## config.mk

```make
export PLATFORM = sky130hd
export DESIGN_NAME = dma_irq_ctrl
export DESIGN_NICKNAME = d
export VERILOG_FILES = /design/src/rtl/dic_pkg.sv /design/src/rtl/dic_wen_reg.sv /design/src/rtl/dic_class_bank.sv /design/src/rtl/dic_read_mux.sv /design/src/rtl/dma_irq_ctrl.sv
export SDC_FILE = /design/constraint.sdc
export NUM_CORES = 1
export LEC_CHECK = 0
export BUFFER_PORTS_ARGS = -buffer_cell sky130_fd_sc_hd__buf_2
export CORE_MARGIN = 2
export CORE_UTILIZATION = 25
export CTS_CLUSTER_SIZE = 8
export DETAILED_ROUTE_END_ITERATION = 6
export GPL_TIMING_DRIVEN = 0
export SLEW_MARGIN = 15
export SYNTH_ARGS = -nofsm -noshare
export SYNTH_HDL_FRONTEND = slang
export SYNTH_HIERARCHICAL = 1
export SYNTH_SLANG_ARGS = --single-unit
export TNS_END_PERCENT = 5
```

## constraint.sdc

```tcl
create_clock -name clk -period 3.8 [get_ports clk]
set_clock_uncertainty 0.2 [all_clocks]
set_input_delay 0 -clock clk [delete_from_list [all_inputs] [get_ports clk]]
set_output_delay 0 -clock clk [all_outputs]
set_load 0.02 [all_outputs]
```

## src/rtl/dic_pkg.sv

```systemverilog
package dic_pkg;
    localparam int NUM_CLS = 5;
    localparam int ADDR_W  = 5;
    localparam int WE_LSB  = 8;

    typedef enum logic [1:0] {
        GRP_RAW  = 2'd0,
        GRP_STAT = 2'd1,
        GRP_MASK = 2'd2,
        GRP_CLR  = 2'd3
    } grp_e;

    localparam logic [2:0] IDX_SUMM = 3'd5;
    localparam logic [2:0] IDX_CHEN = 3'd6;
endpackage

```

## src/rtl/dic_wen_reg.sv

```systemverilog
module dic_wen_reg #(
    parameter int W = 8
) (
    input  logic         clk,
    input  logic         rst_n,
    input  logic         wr,
    input  logic [W-1:0] we,
    input  logic [W-1:0] val,
    output logic [W-1:0] q
);
    always_ff @(posedge clk) begin
        if (!rst_n)
            q <= '0;
        else if (wr)
            q <= (q & ~we) | (val & we);
    end

    for (genvar i = 0; i < W; i++) begin : g_chk
        AST_UNSEL_BIT_HOLDS: assert property (@(posedge clk) disable iff (!rst_n)
            (!wr || !we[i]) |=> $stable(q[i]));
        AST_SEL_BIT_TAKES: assert property (@(posedge clk) disable iff (!rst_n)
            (wr && we[i]) |=> (q[i] == $past(val[i])));
    end
endmodule

```

## src/rtl/dic_class_bank.sv

```systemverilog
module dic_class_bank #(
    parameter int NCH = 8
) (
    input  logic           clk,
    input  logic           rst_n,
    input  logic [NCH-1:0] evt,
    input  logic           clr_wr,
    input  logic [NCH-1:0] clr_bits,
    input  logic           msk_wr,
    input  logic [NCH-1:0] msk_we,
    input  logic [NCH-1:0] msk_val,
    output logic [NCH-1:0] raw,
    output logic [NCH-1:0] mask,
    output logic [NCH-1:0] stat,
    output logic           any
);
    logic [NCH-1:0] clr_eff;

    assign clr_eff = clr_wr ? clr_bits : '0;

    always_ff @(posedge clk) begin
        if (!rst_n)
            raw <= '0;
        else
            raw <= (raw & ~clr_eff) | evt;
    end

    dic_wen_reg #(.W(NCH)) u_mask (
        .clk  (clk),
        .rst_n(rst_n),
        .wr   (msk_wr),
        .we   (msk_we),
        .val  (msk_val),
        .q    (mask)
    );

    assign stat = raw & mask;
    assign any  = |stat;

    for (genvar i = 0; i < NCH; i++) begin : g_chk
        AST_EVT_SETS_RAW: assert property (@(posedge clk) disable iff (!rst_n)
            evt[i] |=> raw[i]);
        AST_CLR_DROPS_RAW: assert property (@(posedge clk) disable iff (!rst_n)
            (clr_wr && clr_bits[i] && !evt[i]) |=> !raw[i]);
        AST_RAW_HOLDS: assert property (@(posedge clk) disable iff (!rst_n)
            (!evt[i] && !(clr_wr && clr_bits[i])) |=> $stable(raw[i]));
    end
endmodule

```

## src/rtl/dic_read_mux.sv

```systemverilog
module dic_read_mux import dic_pkg::*; #(
    parameter int NCH  = 8,
    parameter int RD_W = 32
) (
    input  logic [ADDR_W-1:0]             rd_addr,
    input  logic [NUM_CLS-1:0][NCH-1:0]   raw,
    input  logic [NUM_CLS-1:0][NCH-1:0]   stat,
    input  logic [NUM_CLS-1:0][NCH-1:0]   mask,
    input  logic [NUM_CLS-1:0]            summ,
    input  logic [NCH-1:0]                chen,
    output logic [RD_W-1:0]               rd_data
);
    logic [2:0] idx;
    logic       cls_ok;

    assign idx    = rd_addr[2:0];
    assign cls_ok = (int'(idx) < NUM_CLS);

    always_comb begin
        rd_data = '0;
        unique case (grp_e'(rd_addr[ADDR_W-1:3]))
            GRP_RAW: begin
                if (cls_ok)
                    rd_data[NCH-1:0] = raw[idx];
                else if (idx == IDX_SUMM)
                    rd_data[NUM_CLS-1:0] = summ;
                else if (idx == IDX_CHEN)
                    rd_data[NCH-1:0] = chen;
            end
            GRP_STAT: if (cls_ok) rd_data[NCH-1:0] = stat[idx];
            GRP_MASK: if (cls_ok) rd_data[NCH-1:0] = mask[idx];
            GRP_CLR:  rd_data = '0;
        endcase
    end
endmodule

```

## src/rtl/dma_irq_ctrl.sv

```systemverilog
module dma_irq_ctrl import dic_pkg::*; #(
    parameter int NUM_CH = 8,
    parameter int RD_W   = 32
) (
    input  logic                          clk,
    input  logic                          rst_n,
    input  logic                          wr_en,
    input  logic [ADDR_W-1:0]             wr_addr,
    input  logic [WE_LSB+NUM_CH-1:0]      wr_data,
    input  logic [ADDR_W-1:0]             rd_addr,
    output logic [RD_W-1:0]               rd_data,
    input  logic [NUM_CLS-1:0][NUM_CH-1:0] evt,
    output logic [NUM_CH-1:0]             ch_en,
    output logic                          irq
);
    logic [NUM_CLS-1:0][NUM_CH-1:0] raw_all;
    logic [NUM_CLS-1:0][NUM_CH-1:0] mask_all;
    logic [NUM_CLS-1:0][NUM_CH-1:0] stat_all;
    logic [NUM_CLS-1:0]             summ;
    logic [NUM_CH-1:0]              wr_we;
    logic [NUM_CH-1:0]              wr_val;
    logic [1:0]                     wr_grp;
    logic [2:0]                     wr_idx;
    logic                           chen_wr;

    assign wr_we   = wr_data[WE_LSB+NUM_CH-1:WE_LSB];
    assign wr_val  = wr_data[NUM_CH-1:0];
    assign wr_grp  = wr_addr[ADDR_W-1:3];
    assign wr_idx  = wr_addr[2:0];
    assign chen_wr = wr_en && (wr_grp == GRP_RAW) && (wr_idx == IDX_CHEN);

    for (genvar k = 0; k < NUM_CLS; k++) begin : g_cls
        logic clr_wr_k;
        logic msk_wr_k;
        assign clr_wr_k = wr_en && (wr_grp == GRP_CLR)  && (wr_idx == 3'(k));
        assign msk_wr_k = wr_en && (wr_grp == GRP_MASK) && (wr_idx == 3'(k));

        dic_class_bank #(.NCH(NUM_CH)) u_bank (
            .clk     (clk),
            .rst_n   (rst_n),
            .evt     (evt[k]),
            .clr_wr  (clr_wr_k),
            .clr_bits(wr_val),
            .msk_wr  (msk_wr_k),
            .msk_we  (wr_we),
            .msk_val (wr_val),
            .raw     (raw_all[k]),
            .mask    (mask_all[k]),
            .stat    (stat_all[k]),
            .any     (summ[k])
        );
    end

    dic_wen_reg #(.W(NUM_CH)) u_chen (
        .clk  (clk),
        .rst_n(rst_n),
        .wr   (chen_wr),
        .we   (wr_we),
        .val  (wr_val),
        .q    (ch_en)
    );

    dic_read_mux #(.NCH(NUM_CH), .RD_W(RD_W)) u_rdmux (
        .rd_addr(rd_addr),
        .raw    (raw_all),
        .stat   (stat_all),
        .mask   (mask_all),
        .summ   (summ),
        .chen   (ch_en),
        .rd_data(rd_data)
    );

    assign irq = |summ;

    AST_IRQ_OFF_WHEN_MASKED: assert property (@(posedge clk) disable iff (!rst_n)
        (mask_all == '0) |-> !irq);
    AST_IRQ_OFF_WHEN_NO_RAW: assert property (@(posedge clk) disable iff (!rst_n)
        (raw_all == '0) |-> !irq);
    AST_RESET_CLEARS: assert property (@(posedge clk)
        !rst_n |=> (raw_all == '0 && mask_all == '0 && ch_en == '0));
endmodule

```

==> results.cfg <==
[hold_path]
worst_hold_path.num_cells = 5
holdCritPathClass = in2reg

[final_layout]
final_design_area_no_fill_um2 = 7730
syn2layout_area_growth_pct = 39.2
layout-drive-gt1-share = 0.190
antenna-diode-count = 0
nets_final = 974

[logic_synthesis]
synth.ff_latch_count = 88
synth-main-ff-cell = sky130_fd_sc_hd__dfxtp_1
synth.top_cells.by_area = sky130_fd_sc_hd__dfxtp_1 (32%), sky130_fd_sc_hd__mux2i_1 (16%), sky130_fd_sc_hd__nand2_1 (13%)
synthDominantAreaCellType = sky130_fd_sc_hd__dfxtp_1
synth-async-reset-ratio = 0
synthDominantCellAreaShare = 0.317
synth.distinct_cells = 47
synth_enable_flop_cells = 0
syn-cell-area_um2 = 5550
yosysSeqAreaShare = 0.317
synth-warning-count = 6
syn-mean-instance-area_um2 = 8.12
postSynthCellCount = 684

[global_routing]
maximum_number_of_pins_on_one_net_before_global_route_repair = 47
gr-total-overflow = 0
grt_use_met1 = 0.224
first_global_vias = 5394
most_utilized_layer_in_the_global_route_result = met2
grt_antenna_before_repair = 0
met2_usage = 0.280
grt_use_met3 = 0.0360
grt_pass1_wl_mm = 30.5
grtUsageTotal = 0.168

[sta]
hold_viol = 0
max_slew_margin = 0.411
grt_setup_unrepaired = false
setup_viol_count_final = 0
timing.final.ws_setup_ns = 0.584
least_margin_pin_slew_ns = 0.884
min_cycle_time_layout_ns = 3.22
final_cycle_utilization_of_the_critical_path = 0.846
finalSetupTns_ns = 0
fmax_mhz = 311
drv_slew = 0

[die]
initial_utilization = 0.255
floorplan.io_pins = 110
core_um2 = 21800
floorplan.die_area_um2 = 23400
die_y_um = 153
fp.dieW_um = 153
row_count = 54

[place]
dp_slack_ns = 0.956
hpwl_mm = 14.4
placed_area_um2 = 6410
gpl.final_weighted_congestion = 0.901
port_buffers = 83

[drt]
antenna_violating_nets_post_route = 0
detail_route.iter0.violations = 427
route.vias.total = 5609
postRouteWirelength_mm = 19.8
drt-wirelength-per-cell_um = 16.6
drc_errors = 0
vias_per_cell = 4.71
dr.pass1.iters = 5

[clock_network]
clk_pin_slew_worst_paths_ns = 0.07
clock_tree.root_cell = sky130_fd_sc_hd__clkbuf_16
cts_resized = 0
cts_max_level = 3
clock-sinks = 88
cts_inserted_buffers = 9
postCtsSetupBuffers = 0
worst_skew_pair.late_latency_ns = 0.35
tritoncts_clock_tree = built
number_of_buffers_between_clock_root_and_the_deepest_sink = 2

[critical_path]
ff2ff_path_depth = 3
worstPathRequired_ns = 3.60
r2r_setup_slack_ns = 2.36
crit_path_end_kind = output port
arrival_ns = 3.02
critical_path_peak_fanout = 3
critPathLaunchType = flop
setup.worst_path.class = reg2out

[power]
ir_worst_vdd_mv = 0.230
report.power.total_mw = 2.27
leakage_nw = 3.62
powerDensity_nw_per_um2 = 293

[job]
drv_cap = 0

[run_status]
run_status = completed
## per-stage QoR
step                      hold slack (ns)  instances  utilization
after floorplan                   -0.0718        707            -
after global placement             0.0265       1070        0.294
after detailed placement           0.0332       1070        0.294
after CTS                          0.0401       1190        0.354
after global routing               0.0933       1190        0.354
final                              0.0530       1190        0.354
## cells in the mapped netlist (2+ instances only)
library cell,count
sky130_fd_sc_hd__buf_2,3
sky130_fd_sc_hd__nand2_1,188
sky130_fd_sc_hd__nor4_1,3
sky130_fd_sc_hd__or2_2,5
sky130_fd_sc_hd__a211oi_1,4
sky130_fd_sc_hd__nor2_1,19
sky130_fd_sc_hd__mux2_2,2
sky130_fd_sc_hd__and2_1,35
sky130_fd_sc_hd__o22ai_1,11
sky130_fd_sc_hd__o21ai_0,5
sky130_fd_sc_hd__o22a_1,2
sky130_fd_sc_hd__dfxtp_1,88
sky130_fd_sc_hd__nand4bb_2,2
sky130_fd_sc_hd__a211o_1,9
sky130_fd_sc_hd__mux2i_1,89
sky130_fd_sc_hd__clkbuf_1,7
sky130_fd_sc_hd__buf_6,16
sky130_fd_sc_hd__or4_1,11
sky130_fd_sc_hd__nand2b_1,5
sky130_fd_sc_hd__mux2_1,3
sky130_fd_sc_hd__buf_4,29
sky130_fd_sc_hd__nand3_1,6
sky130_fd_sc_hd__nor4bb_1,8
sky130_fd_sc_hd__a21oi_1,43
sky130_fd_sc_hd__clkbuf_2,7
sky130_fd_sc_hd__a22oi_1,4
sky130_fd_sc_hd__o21ai_1,4
sky130_fd_sc_hd__nor2b_1,41
sky130_fd_sc_hd__o211ai_1,2
sky130_fd_sc_hd__nand4b_1,2
sky130_fd_sc_hd__mux4_2,4
sky130_fd_sc_hd__nor3_1,7
sky130_fd_sc_hd__and2_4,5
sky130_fd_sc_hd__a221o_1,2
## repair_timing
item                                   in CTS  in global routing
endpoints found under the hold margin      88                  0
setup endpoints to repair                   0                  0
hold buffers                              104                  0
## power by group
| part | internal [mW] | total (mW) | switching (mW) |
|---|---|---|---|
| Clock | 0.497 | 0.868 | 0.371 |
| Sequential | 0.955 | 0.985 | 0.0296 |
| Combinational | 0.208 | 0.414 | 0.206 |
| Total | 1.66 | 2.27 | 0.607 |
## worst paths after layout
kind / to / from
max: rd_data[0] / g_cls[0].u_bank/raw[3]
min: flop / wr_addr[3]
max reg2reg: g_cls[1].u_bank/raw[5] / g_cls[1].u_bank/raw[5]
min reg2reg: flop / flop
## worst max-delay path, stage by stage, from the launching register on
cell                       delay (ns)
sky130_fd_sc_hd__dfxtp_1         0.34
sky130_fd_sc_hd__and2_4          0.17
sky130_fd_sc_hd__or4_1           0.53
sky130_fd_sc_hd__or4_1           0.51
sky130_fd_sc_hd__nor4bb_1        0.17
sky130_fd_sc_hd__a211oi_1        0.24
sky130_fd_sc_hd__o21ai_0         0.18
sky130_fd_sc_hd__a211o_1         0.36
sky130_fd_sc_hd__buf_2           0.17
## cell usage in the layout, fill, tap and decap left out, types with 7 or more instances in the layout
cell type,count
sky130_fd_sc_hd__clkbuf_16,9
sky130_fd_sc_hd__nand2_1,188
sky130_fd_sc_hd__clkbuf_2,7
sky130_fd_sc_hd__conb_1,24
sky130_fd_sc_hd__a21oi_1,43
sky130_fd_sc_hd__clkbuf_1,9
sky130_fd_sc_hd__mux2i_1,89
sky130_fd_sc_hd__nor2b_1,41
sky130_fd_sc_hd__o22ai_1,11
sky130_fd_sc_hd__buf_2,86
sky130_fd_sc_hd__dfxtp_1,88
sky130_fd_sc_hd__a211o_1,9
sky130_fd_sc_hd__dlygate4sd3_1,104
sky130_fd_sc_hd__nor4bb_1,8
sky130_fd_sc_hd__nor3_1,7
sky130_fd_sc_hd__buf_6,16
sky130_fd_sc_hd__or4_1,11
sky130_fd_sc_hd__and2_1,35
sky130_fd_sc_hd__buf_4,29
sky130_fd_sc_hd__nor2_1,19
## cells by family after synthesis
family / count (synthesis) / share of synthesized area
AND/OR/NAND/NOR: 345 / 0.311
multiplexers: 98 / 0.187
AO/OA/AOI/OAI: 89 / 0.0980
flip-flops: 88 / 0.317
buffers and inverters: 63 / 0.0861
other: 1 / 0.000675
## cell type report
type,count,area (µm²)
buffer,62,474
inverter,1,3.75
clock inverter,2,12.5
multi-input combinational,556,3400
fill,2334,14100
timing repair buffer,187,1460
tap,280,350
clock buffer,14,274
sequential,88,1760
## metal layers
layer | up-vias | share of wire
met5 | - | 0
met3 | 16 | 0.061
met2 | 194 | 0.48
met1 | 2656 | 0.45
li1 | 2743 | -
met4 | 0 | 0.012
(Power assumes the default switching activity.)
